`config.mk`:
```
export PLATFORM = sky130hd
export DESIGN_NAME = xlat_walker
export DESIGN_NICKNAME = d
export VERILOG_FILES = /design/src/rtl/xlat_pkg.sv /design/src/rtl/xlat_entry_upd.sv /design/src/rtl/xlat_perm.sv /design/src/rtl/xlat_walker.sv
export SDC_FILE = /design/constraint.sdc
export NUM_CORES = 1
export LEC_CHECK = 0
export CORE_UTILIZATION = 51
export DETAILED_ROUTE_END_ITERATION = 12
export PLACE_DENSITY = 0.9
export SLEW_MARGIN = 20
export SYNTH_ARGS = -nofsm -noshare
export SYNTH_HDL_FRONTEND = slang
export SYNTH_SLANG_ARGS = --single-unit
```
`constraint.sdc`:
```
create_clock -name clk -period 3.85 [get_ports clk]
set_input_delay 0.9625 -clock clk [delete_from_list [all_inputs] [get_ports clk]]
set_output_delay 0.9625 -clock clk [all_outputs]
set_load 0.01 [all_outputs]
```
`src/rtl/xlat_pkg.sv`:
```
package xlat_pkg;
  localparam int unsigned VA_W   = 32;
  localparam int unsigned OFS_W  = 12;
  localparam int unsigned IDX_W  = 10;
  localparam int unsigned BIG_W  = OFS_W + IDX_W;
  localparam int unsigned A20_BIT = 20;

  localparam int unsigned B_PRES  = 0;
  localparam int unsigned B_RW    = 1;
  localparam int unsigned B_USR   = 2;
  localparam int unsigned B_ACC   = 5;
  localparam int unsigned B_DIRTY = 6;
  localparam int unsigned B_BIG   = 7;

  typedef logic [VA_W-1:0] word_t;

  localparam word_t OFS_MASK  = word_t'((64'd1 << OFS_W) - 64'd1);
  localparam word_t BIG_MASK  = word_t'((64'd1 << BIG_W) - 64'd1);
  localparam word_t SLOT_MASK = word_t'(((64'd1 << IDX_W) - 64'd1) << 2);

  typedef enum logic [2:0] {
    S_IDLE, S_RD_DIR, S_WR_DIR, S_RD_TBL, S_WR_TBL, S_DONE
  } walk_st_t;

  typedef enum logic [1:0] {
    ACC_READ = 2'd0, ACC_WRITE = 2'd1, ACC_FETCH = 2'd2
  } acc_kind_t;

  function automatic word_t a20_mask(input logic en);
    word_t m;
    m = '1;
    m[A20_BIT] = en;
    return m;
  endfunction

  function automatic word_t dir_slot(input word_t root, input word_t lin, input word_t m);
    return ((root & ~OFS_MASK) + ((lin >> (BIG_W - 2)) & SLOT_MASK)) & m;
  endfunction

  function automatic word_t tbl_slot(input word_t dir, input word_t lin, input word_t m);
    return ((dir & ~OFS_MASK) + ((lin >> (OFS_W - 2)) & SLOT_MASK)) & m;
  endfunction

  function automatic word_t join_phys(input word_t frame, input word_t lin,
                                      input word_t ofs_m, input word_t m);
    return ((frame & ~ofs_m) | (lin & ofs_m)) & m;
  endfunction
endpackage

```
`src/rtl/xlat_entry_upd.sv`:
```
module xlat_entry_upd
  import xlat_pkg::*;
(
  input  word_t entry_in,
  input  logic  set_dirty,
  output word_t entry_out,
  output logic  changed
);
  always_comb begin
    entry_out = entry_in;
    entry_out[B_ACC] = 1'b1;
    if (set_dirty) entry_out[B_DIRTY] = 1'b1;
  end
  assign changed = (entry_out != entry_in);
endmodule

```
`src/rtl/xlat_perm.sv`:
```
module xlat_perm (
  input  logic eff_usr,
  input  logic eff_rw,
  input  logic is_user,
  input  logic is_write,
  input  logic wp,
  input  logic final_dirty,
  output logic deny,
  output logic wr_grant
);
  logic rw_ok;
  assign rw_ok    = is_user ? eff_rw : (eff_rw || !wp);
  assign deny     = is_user ? (!eff_usr || (is_write && !eff_rw))
                            : (is_write && wp && !eff_rw);
  assign wr_grant = final_dirty && rw_ok;
endmodule

```
`src/rtl/xlat_walker.sv`:
```
module xlat_walker
  import xlat_pkg::*;
(
  input  logic              clk,
  input  logic              rst_n,
  input  logic              req_valid,
  input  logic [VA_W-1:0]   req_lin,
  input  logic [1:0]        req_kind,
  input  logic              req_user,
  input  logic              pg_en,
  input  logic              wp_en,
  input  logic              pse_en,
  input  logic              a20_en,
  input  logic [VA_W-1:0]   dir_base,
  output logic              mem_valid,
  output logic              mem_we,
  output logic [VA_W-1:0]   mem_addr,
  output logic [VA_W-1:0]   mem_wdata,
  input  logic              mem_ready,
  input  logic [VA_W-1:0]   mem_rdata,
  output logic              done,
  output logic              fault,
  output logic [2:0]        fault_code,
  output logic [VA_W-1:0]   phys_addr,
  output logic              grant_wr,
  output logic              grant_user
);
  walk_st_t st;
  word_t lin_q, addr_q, wdata_q, dir_q, a20m_q, last_rd_q;
  logic  wr_q, usr_q, wp_q, pse_q, big_q;

  // named internal events
  logic  xfer_fire, ent_present, big_pg, in_tbl;
  logic  eff_usr, eff_rw, upd_changed, deny, wr_grant;
  word_t upd_entry;

  assign xfer_fire   = mem_valid && mem_ready;
  assign ent_present = mem_rdata[B_PRES];
  assign in_tbl      = (st == S_RD_TBL);
  assign big_pg      = !in_tbl && mem_rdata[B_BIG] && pse_q;
  assign eff_usr     = in_tbl ? (dir_q[B_USR] & mem_rdata[B_USR]) : mem_rdata[B_USR];
  assign eff_rw      = in_tbl ? (dir_q[B_RW]  & mem_rdata[B_RW])  : mem_rdata[B_RW];

  xlat_entry_upd u_upd (
    .entry_in  (mem_rdata),
    .set_dirty (wr_q && (in_tbl || big_pg)),
    .entry_out (upd_entry),
    .changed   (upd_changed)
  );

  xlat_perm u_perm (
    .eff_usr     (eff_usr),
    .eff_rw      (eff_rw),
    .is_user     (usr_q),
    .is_write    (wr_q),
    .wp          (wp_q),
    .final_dirty (upd_entry[B_DIRTY]),
    .deny        (deny),
    .wr_grant    (wr_grant)
  );

  assign mem_valid = (st == S_RD_DIR) || (st == S_WR_DIR) ||
                     (st == S_RD_TBL) || (st == S_WR_TBL);
  assign mem_we    = (st == S_WR_DIR) || (st == S_WR_TBL);
  assign mem_addr  = addr_q;
  assign mem_wdata = wdata_q;
  assign done      = (st == S_DONE);

  always_ff @(posedge clk) begin
    if (!rst_n) begin
      st <= S_IDLE;
      lin_q <= '0; addr_q <= '0; wdata_q <= '0; dir_q <= '0;
      a20m_q <= '1; last_rd_q <= '0;
      wr_q <= 1'b0; usr_q <= 1'b0; wp_q <= 1'b0; pse_q <= 1'b0; big_q <= 1'b0;
      fault <= 1'b0; fault_code <= '0; phys_addr <= '0;
      grant_wr <= 1'b0; grant_user <= 1'b0;
    end else begin
      case (st)
        S_IDLE: if (req_valid) begin
          lin_q  <= req_lin;
          wr_q   <= (req_kind == ACC_WRITE);
          usr_q  <= req_user;
          wp_q   <= wp_en;
          pse_q  <= pse_en;
          a20m_q <= a20_mask(a20_en);
          if (pg_en) begin
            addr_q <= dir_slot(dir_base, req_lin, a20_mask(a20_en));
            st     <= S_RD_DIR;
          end else begin
            fault      <= 1'b0;
            fault_code <= '0;
            phys_addr  <= req_lin & a20_mask(a20_en);
            grant_wr   <= 1'b1;
            grant_user <= 1'b1;
            st         <= S_DONE;
          end
        end
        S_RD_DIR: if (xfer_fire) begin
          last_rd_q <= mem_rdata;
          if (!ent_present || (big_pg && deny)) begin
            fault      <= 1'b1;
            fault_code <= {usr_q, wr_q, ent_present};
            phys_addr  <= '0;
            grant_wr   <= 1'b0;
            grant_user <= 1'b0;
            st         <= S_DONE;
          end else if (big_pg) begin
            big_q      <= 1'b1;
            fault      <= 1'b0;
            fault_code <= '0;
            phys_addr  <= join_phys(mem_rdata, lin_q, BIG_MASK, a20m_q);
            grant_wr   <= wr_grant;
            grant_user <= eff_usr;
            wdata_q    <= upd_entry;
            st         <= upd_changed ? S_WR_DIR : S_DONE;
          end else begin
            big_q   <= 1'b0;
            dir_q   <= upd_entry;
            wdata_q <= upd_entry;
            if (upd_changed) st <= S_WR_DIR;
            else begin
              addr_q <= tbl_slot(upd_entry, lin_q, a20m_q);
              st     <= S_RD_TBL;
            end
          end
        end
        S_WR_DIR: if (xfer_fire) begin
          if (big_q) st <= S_DONE;
          else begin
            addr_q <= tbl_slot(dir_q, lin_q, a20m_q);
            st     <= S_RD_TBL;
          end
        end
        S_RD_TBL: if (xfer_fire) begin
          last_rd_q <= mem_rdata;
          if (!ent_present || deny) begin
            fault      <= 1'b1;
            fault_code <= {usr_q, wr_q, ent_present};
            phys_addr  <= '0;
            grant_wr   <= 1'b0;
            grant_user <= 1'b0;
            st         <= S_DONE;
          end else begin
            fault      <= 1'b0;
            fault_code <= '0;
            phys_addr  <= join_phys(mem_rdata, lin_q, OFS_MASK, a20m_q);
            grant_wr   <= wr_grant;
            grant_user <= eff_usr;
            wdata_q    <= upd_entry;
            st         <= upd_changed ? S_WR_TBL : S_DONE;
          end
        end
        S_WR_TBL: if (xfer_fire) st <= S_DONE;
        S_DONE:   st <= S_IDLE;
        default:  st <= S_IDLE;
      endcase
    end
  end

  AST_DONE_PULSE: assert property (@(posedge clk) disable iff (!rst_n)
    done |=> !done);
  AST_MEM_HOLD: assert property (@(posedge clk) disable iff (!rst_n)
    (mem_valid && !mem_ready) |=> (mem_valid && $stable(mem_addr) && $stable(mem_we) && $stable(mem_wdata)));
  AST_WB_ACCESSED: assert property (@(posedge clk) disable iff (!rst_n)
    (mem_valid && mem_we) |-> mem_wdata[B_ACC]);
  AST_WB_CHANGED: assert property (@(posedge clk) disable iff (!rst_n)
    (mem_valid && mem_we) |-> (mem_wdata != last_rd_q));
  AST_A20_PHYS: assert property (@(posedge clk) disable iff (!rst_n)
    (done && !a20m_q[A20_BIT]) |-> !phys_addr[A20_BIT]);
  AST_A20_ADDR: assert property (@(posedge clk) disable iff (!rst_n)
    (mem_valid && !a20m_q[A20_BIT]) |-> !mem_addr[A20_BIT]);
endmodule

```
==> impl_metrics.tcl, run 1 <==
set metrics [dict create \
    holdPathStages 2 \
    placedInstanceArea_um2 8857 \
    critPathKind "reg2out" \
    crit_fanout 23 \
    cpMaxStageDelayCell "dfxtp_1" \
    seqCellArea_um2 3063 \
    multiInputGateArea_um2 3423 \
    drtAntennaViolNets 0 \
    synth_edf_count 0 \
    worstMarginPinSlew_ns 0.9916 \
    portBuffers 197 \
    hold_viol 0 \
    maxCapViolations 0 \
    layout_commonest_cell "clkdlybuf4s50_1" \
    cts_buffers 17 \
    die_y_um 117.5 \
    routed_wl_um 23080 \
    htree_levels 4 \
    place.gp.congestion 0.9067 \
    max_freq_mhz 307.2 \
    clk_pin_slew_ns 0.06 \
    first_pass_iters 5 \
    synth_warnings 0 \
    fin_ws_ns 0.5946 \
    hold_buffers 0 \
    cts-root-buf "clkbuf_16" \
    syn_avg_cell_area_um2 8.086 \
    grt_antenna_before_repair 0 \
    synth-seq-cells 153 \
    p_per_area_nw_per_um2 505.5 \
    cts_num_sinks 153 \
    path_cells "buf_4 -> and2_1 -> clkdlybuf4s50_1" \
    total_power_mw 4.775 \
    track_usage_pct 33.15 \
    coreArea_um2 12820 \
    switchingPower_mw 1.452 \
    p_seq_share_pct 39.0 \
    syn_inst 841 \
    p_leak_nw 3.181 \
    post-route-util_pct 73.65 \
    netSwitchingFraction_pct 30.41 \
    pre_cts_ws_ns 0.4312 \
    finalCriticalPeriod_ns 3.255 \
    rr_worst_depth 6 \
    layout-drive-gt1-share_pct 6.442 \
    cts_resized 0 \
    start_kind "flip-flop" \
    layout_common_cells "196 x clkdlybuf4s50_1, 153 x dfxtp_1, 145 x nand2_1, 99 x a21oi_1, 76 x o21ai_0" \
    wl_per_cell_um 19.55 \
    grt_max_degree 71 \
    holdWs_ns 0.4503 \
    cp.depth 3 \
    insertedDiodeCount 0 \
    tns_ns 0 \
    placementRows 41 \
    insertion_delay_ns 0.43 \
    grt-ovfl-total 0 \
    grt_pass1_vias 6884 \
    cp-end-kind "primary output" \
    post-route-period-util_pct 84.56 \
    ys.flop_type "dfxtp_1" \
    post-cts-setup-buffers 0 \
    cts_tree "yes" \
    worst_path_largest_cell_delay_ns 0.73 \
    cp.arrival_ns 2.29 \
    peakVddDrop_mv 0.3657 \
    placedCellCount 1149 \
    crit_buf_inv 2 \
    fin_cells 1181 \
    slew_headroom_pct 33.73 \
    grt_pass1_wl_um 36280 \
    skew_ns 0.004899 \
    intPower_mw 3.323 \
    power_frac_clock_pct 34.9 \
    synthesis.area_um2 6800 \
    die_x_um 117.5 \
    yosysSeqAreaShare_pct 45.04 \
    crit_required_ns 2.89 \
    io_pins 212 \
    nNetsFinal 1103 \
    fill_cells 962 \
    dp_hpwl_um 15230 \
    dr_total_vias 7410 \
    first_iter_violations 786 \
    drt-vias-per-instance 6.274 \
    setup_viol 0 \
    syn2layout_area_growth_pct 38.90 \
    synth.distinct_cells 54 \
    status "complete, no violations" \
    fin_area_um2 9445 \
    rsz0062_at_grt "false" \
    die_area_um2 13800 \
    slew_violations 0 \
    route.detailed.drc 0 \
    clk_path_buf_depth 2 \
    p_comb_share_pct 26.1 \
    ys_async_sr_fraction_pct 0 \
    start_util_pct 53.02 \
    critPathTopFamily "buffers and inverters" \
    hp-class "reg2reg" \
]
-- Yosys cell counts, types with 2 or more instances --
cell type	instances	area, um2
o31ai_1	2	15.01
nand3_1	48	240.2
a221oi_1	9	78.83
nor3b_1	2	15.01
a211oi_1	11	82.58
o211ai_1	8	60.06
a21oi_1	100	500.5
o22ai_1	2	12.51
buf_2	7	35.03
mux2i_1	12	120.1
clkbuf_1	65	244.0
a22oi_1	41	307.8
dfxtp_1	153	3063
nand4_1	22	137.6
nor2_1	11	41.29
buf_1	9	33.78
o32ai_1	23	201.4
o21ai_1	8	40.04
nor3_1	5	25.02
nand2_1	145	544.3
buf_4	3	22.52
o21ai_0	77	385.4
a31oi_1	7	43.79
a21o_1	2	15.01
o2bb2ai_1	19	166.4
nor2b_1	5	31.28
nand3b_1	4	30.03
inv_1	3	11.26
and2_1	6	37.54
nand2b_1	5	31.28
o21a_1	4	30.03
-- worst paths after layout --
check	from	end	slack, ns
setup / recovery	st[2]$_SDFFE_PN0P_	done	0.59
hold / removal	dir_q[20]$_SDFFE_PN0P_	dir_q[20]$_SDFFE_PN0P_	0.45
setup reg to reg	st[1]$_SDFFE_PN0P_	mem_wdata[13]$_SDFFE_PN0P_	1.08
hold reg to reg	dir_q[20]$_SDFFE_PN0P_	dir_q[20]$_SDFFE_PN0P_	0.45
-- worst register-to-register path, cell delays in order, from the launching register on --
cell and delay, ns:
dfxtp_1 0.82, nand4bb_1 0.26, a21boi_1 0.72, o31a_1 0.25, buf_4 0.30, o21ai_0 0.16, a21oi_1 0.18
-- registers in the layout (all words and copies together), names as in the netlist, 3 cells and up --
name        count
mem_wdata      32
phys_addr      32
mem_addr       30
dir_q          22
lin_q          22
fault_code      3
st              3
-- metal layers --
| layer | global-route usage [%] | vias to the layer above | wire (um) |
|---|---|---|---|
| met2 | 52.66 | 437 | 10640 |
| met4 | 20.91 | 0 | 1356 |
| met3 | 6.202 | 86 | 1855 |
| met5 | 0 | - | 0 |
| met1 | 41.45 | 3486 | 9235 |
| li1 | - | 3401 | - |
-- power groups by stage --
stage	clock network, mW	registers, mW	logic [mW]
2_1_floorplan	0	1.90	0.644
3_3_place_gp	0	1.88	1.19
3_5_place_dp	0	1.89	1.22
4_1_cts	1.67	1.86	1.23
5_1_grt	1.74	1.88	1.34
6_report	1.67	1.86	1.25
-- layout make-up --
type / count / share of cell area [%]
Multi-Input combinational cell: 601 / 36.24
Sequential cell: 153 / 32.43
Timing Repair Buffer: 220 / 22.78
Clock buffer: 22 / 4.809
Tap cell: 172 / 2.278
Clock inverter: 10 / 1.325
Inverter: 3 / 0.1325
-- cell families after synthesis --
logic type	share of synthesized area, %
flops	45.04
buf+inv	5.262
compound gates	30.19
mux	1.766
other cells	0.05514
simple gates	17.55
xor+xnor	0.1288
(Power assumes the default switching activity.)
==> run 2: changes to the inputs <==
- CORE_UTILIZATION: 51 -> 47
- PLACE_DENSITY: 0.9 -> 0.85
- clock period: 3.85 -> 3.1 ns (I/O delays scaled with it)
==> run 2 against run 1 <==
  * Critical path depth is the same
  * Global-route usage shrank 2.7 points
  * Final cell count grew 1.9%
  * Via count shrank 1.6%
  * Count of clock-buffer cells in the layout grew 2
  * Non-clock buffer count grew 15
  * Flip-flop and latch count is the same
  * Design area grew 2.4%
  * Clock power grew 34%
  * Sequential power grew 24%
  * Setup slack lost 0.25 ns
  * Combinational power grew 29%
==> impl_metrics.tcl, run 2 (same netlist as run 1, synthesis figures left out) <==
set metrics [dict create \
    status "complete, no violations" \
    track_usage_pct 30.42 \
    start_util_pct 48.61 \
    insertedDiodeCount 0 \
    die_y_um 122.3 \
    setup_viol 0 \
    htree_levels 4 \
    syn2layout_area_growth_pct 42.24 \
    grt_max_degree 71 \
    peakVddDrop_mv 0.3950 \
    insertion_delay_ns 0.42 \
    crit_required_ns 2.32 \
    routed-wl-met2_um 10740 \
    cts_tree "yes" \
    drtAntennaViolNets 0 \
    placedInstanceArea_um2 9030 \
    cp.arrival_ns 1.98 \
    worst_path_largest_cell_delay_ns 0.59 \
    cts_buffers 17 \
    worstMarginPinSlew_ns 0.7415 \
    p_comb_share_pct 26.2 \
    hold_buffers 0 \
    max_freq_mhz 363.0 \
    critPathKind "reg2out" \
    p_per_area_nw_per_um2 634.4 \
    hp-class "reg2reg" \
    clk_path_buf_depth 2 \
    netSwitchingFraction_pct 29.88 \
    grt_pass1_wl_um 35010 \
    cts_resized 0 \
    first_iter_violations 818 \
    intPower_mw 4.303 \
    post-route-period-util_pct 88.87 \
    die_area_um2 14950 \
    portBuffers 197 \
    fill_cells 1132 \
    place.gp.congestion 0.9446 \
    path_cells "nor2b_1 -> and2_1 -> clkdlybuf4s50_1" \
    route.detailed.drc 0 \
    nNetsFinal 1118 \
    die_x_um 122.3 \
    post-route-util_pct 69.15 \
    fin_area_um2 9673 \
    io_pins 212 \
    multiInputGateArea_um2 3415 \
    placedCellCount 1172 \
    switchingPower_mw 1.834 \
    wl_per_cell_um 18.98 \
    cts-root-buf "clkbuf_16" \
    routed_wl_um 22860 \
    grt_antenna_before_repair 0 \
    coreArea_um2 13990 \
    p_leak_nw 3.286 \
    grt_pass1_vias 6617 \
    cp-end-kind "primary output" \
    fin_cells 1204 \
    drt-vias-per-instance 6.059 \
    tns_ns 0 \
    clk_pin_slew_ns 0.06 \
    cts_num_sinks 153 \
    dp_hpwl_um 15540 \
    grt-ovfl-total 0 \
    wl_met3_um 1716 \
    hold_viol 0 \
    crit_fanout 13 \
    placementRows 43 \
    slew_violations 0 \
    slew_headroom_pct 50.24 \
    rsz0062_at_grt "false" \
    start_kind "flip-flop" \
    seqCellArea_um2 3063 \
    layout-drive-gt1-share_pct 8.105 \
    cpMaxStageDelayCell "dfxtp_1" \
    skew_ns 0.006172 \
    finalCriticalPeriod_ns 2.755 \
    layout_common_cells "196 x clkdlybuf4s50_1, 153 x dfxtp_1, 145 x nand2_1, 99 x a21oi_1, 76 x o21ai_0" \
    maxCapViolations 0 \
    routed.top_layer "met4" \
    post-cts-setup-buffers 0 \
    wl_met1_um 9239 \
    layout_commonest_cell "clkdlybuf4s50_1" \
    first_pass_iters 6 \
    p_seq_share_pct 37.4 \
    dr_total_vias 7295 \
    power_frac_clock_pct 36.4 \
]
-- run 2: changes by cell type in the layout (fill, tap and decap cells not counted), moves of 3 or more --
cell,delta
clkbuf_1,-3
buf_4,+11
buf_12,+4
clkinv_2,-7
clkbuf_8,+5
-- run 2: worst paths after layout --
kind | startpoint | endpoint | slack [ns] | cells past startpoint
worst max register to register | st[1]$_SDFFE_PN0P_ | mem_addr[10]$_SDFFE_PN0P_ | 0.62 | 6
worst min register to register | lin_q[11]$_SDFFE_PN0P_ | lin_q[11]$_SDFFE_PN0P_ | 0.45 | 2
worst min-delay path | lin_q[11]$_SDFFE_PN0P_ | lin_q[11]$_SDFFE_PN0P_ | 0.45 | 2
worst max-delay path | st[0]$_SDFFE_PN0P_ | done | 0.35 | 3
-- run 2: cell type report --
class	instances	area share, %
Multi-Input combinational cell	601	35.30
Sequential cell	153	31.66
Timing Repair Buffer	235	23.93
Clock buffer	24	5.290
Tap cell	180	2.328
Clock inverter	8	1.358
Inverter	3	0.1293
-- run 2: metal layers --
layer / up-vias / track usage [%]
li1: 3432 / -
met1: 3413 / 39.30
met2: 380 / 48.17
met3: 70 / 5.762
met4: 0 / 15.85
met5: - / 0
-- run 2: worst max-delay path, delay by kind of cell (launching register included) --
family | cells | cell delay [ns]
simple gates | 2 | 0.41
flops | 1 | 0.59
buf+inv | 1 | 0.57
-- run 2: stage by stage --
step,power [mW],hold slack [ns],setup WS [ns]
CTS,6.136,0.4548,0.3487
floorplan,3.164,0.4332,0.8665
finish,6.137,0.4546,0.3451
global placement,3.887,0.4416,0.2938
detailed placement,3.914,0.4463,0.2390
global route,6.384,0.4678,0.2575
-- run 2: power by group through the flow --
stage          registers [mW]  clock network (mW)  logic [mW]
3_5_place_dp             2.34                   0        1.58
6_report                 2.30                2.23        1.61
5_1_grt                  2.32                2.33        1.73
4_1_cts                  2.30                2.25        1.59
2_1_floorplan            2.36                   0       0.800
3_3_place_gp             2.33                   0        1.56
==> run 3: changes to the inputs <==
- SLEW_MARGIN: 20 -> default
==> results of run 3 <==
Final layout, timing and power as in run 2 (identical DEF).
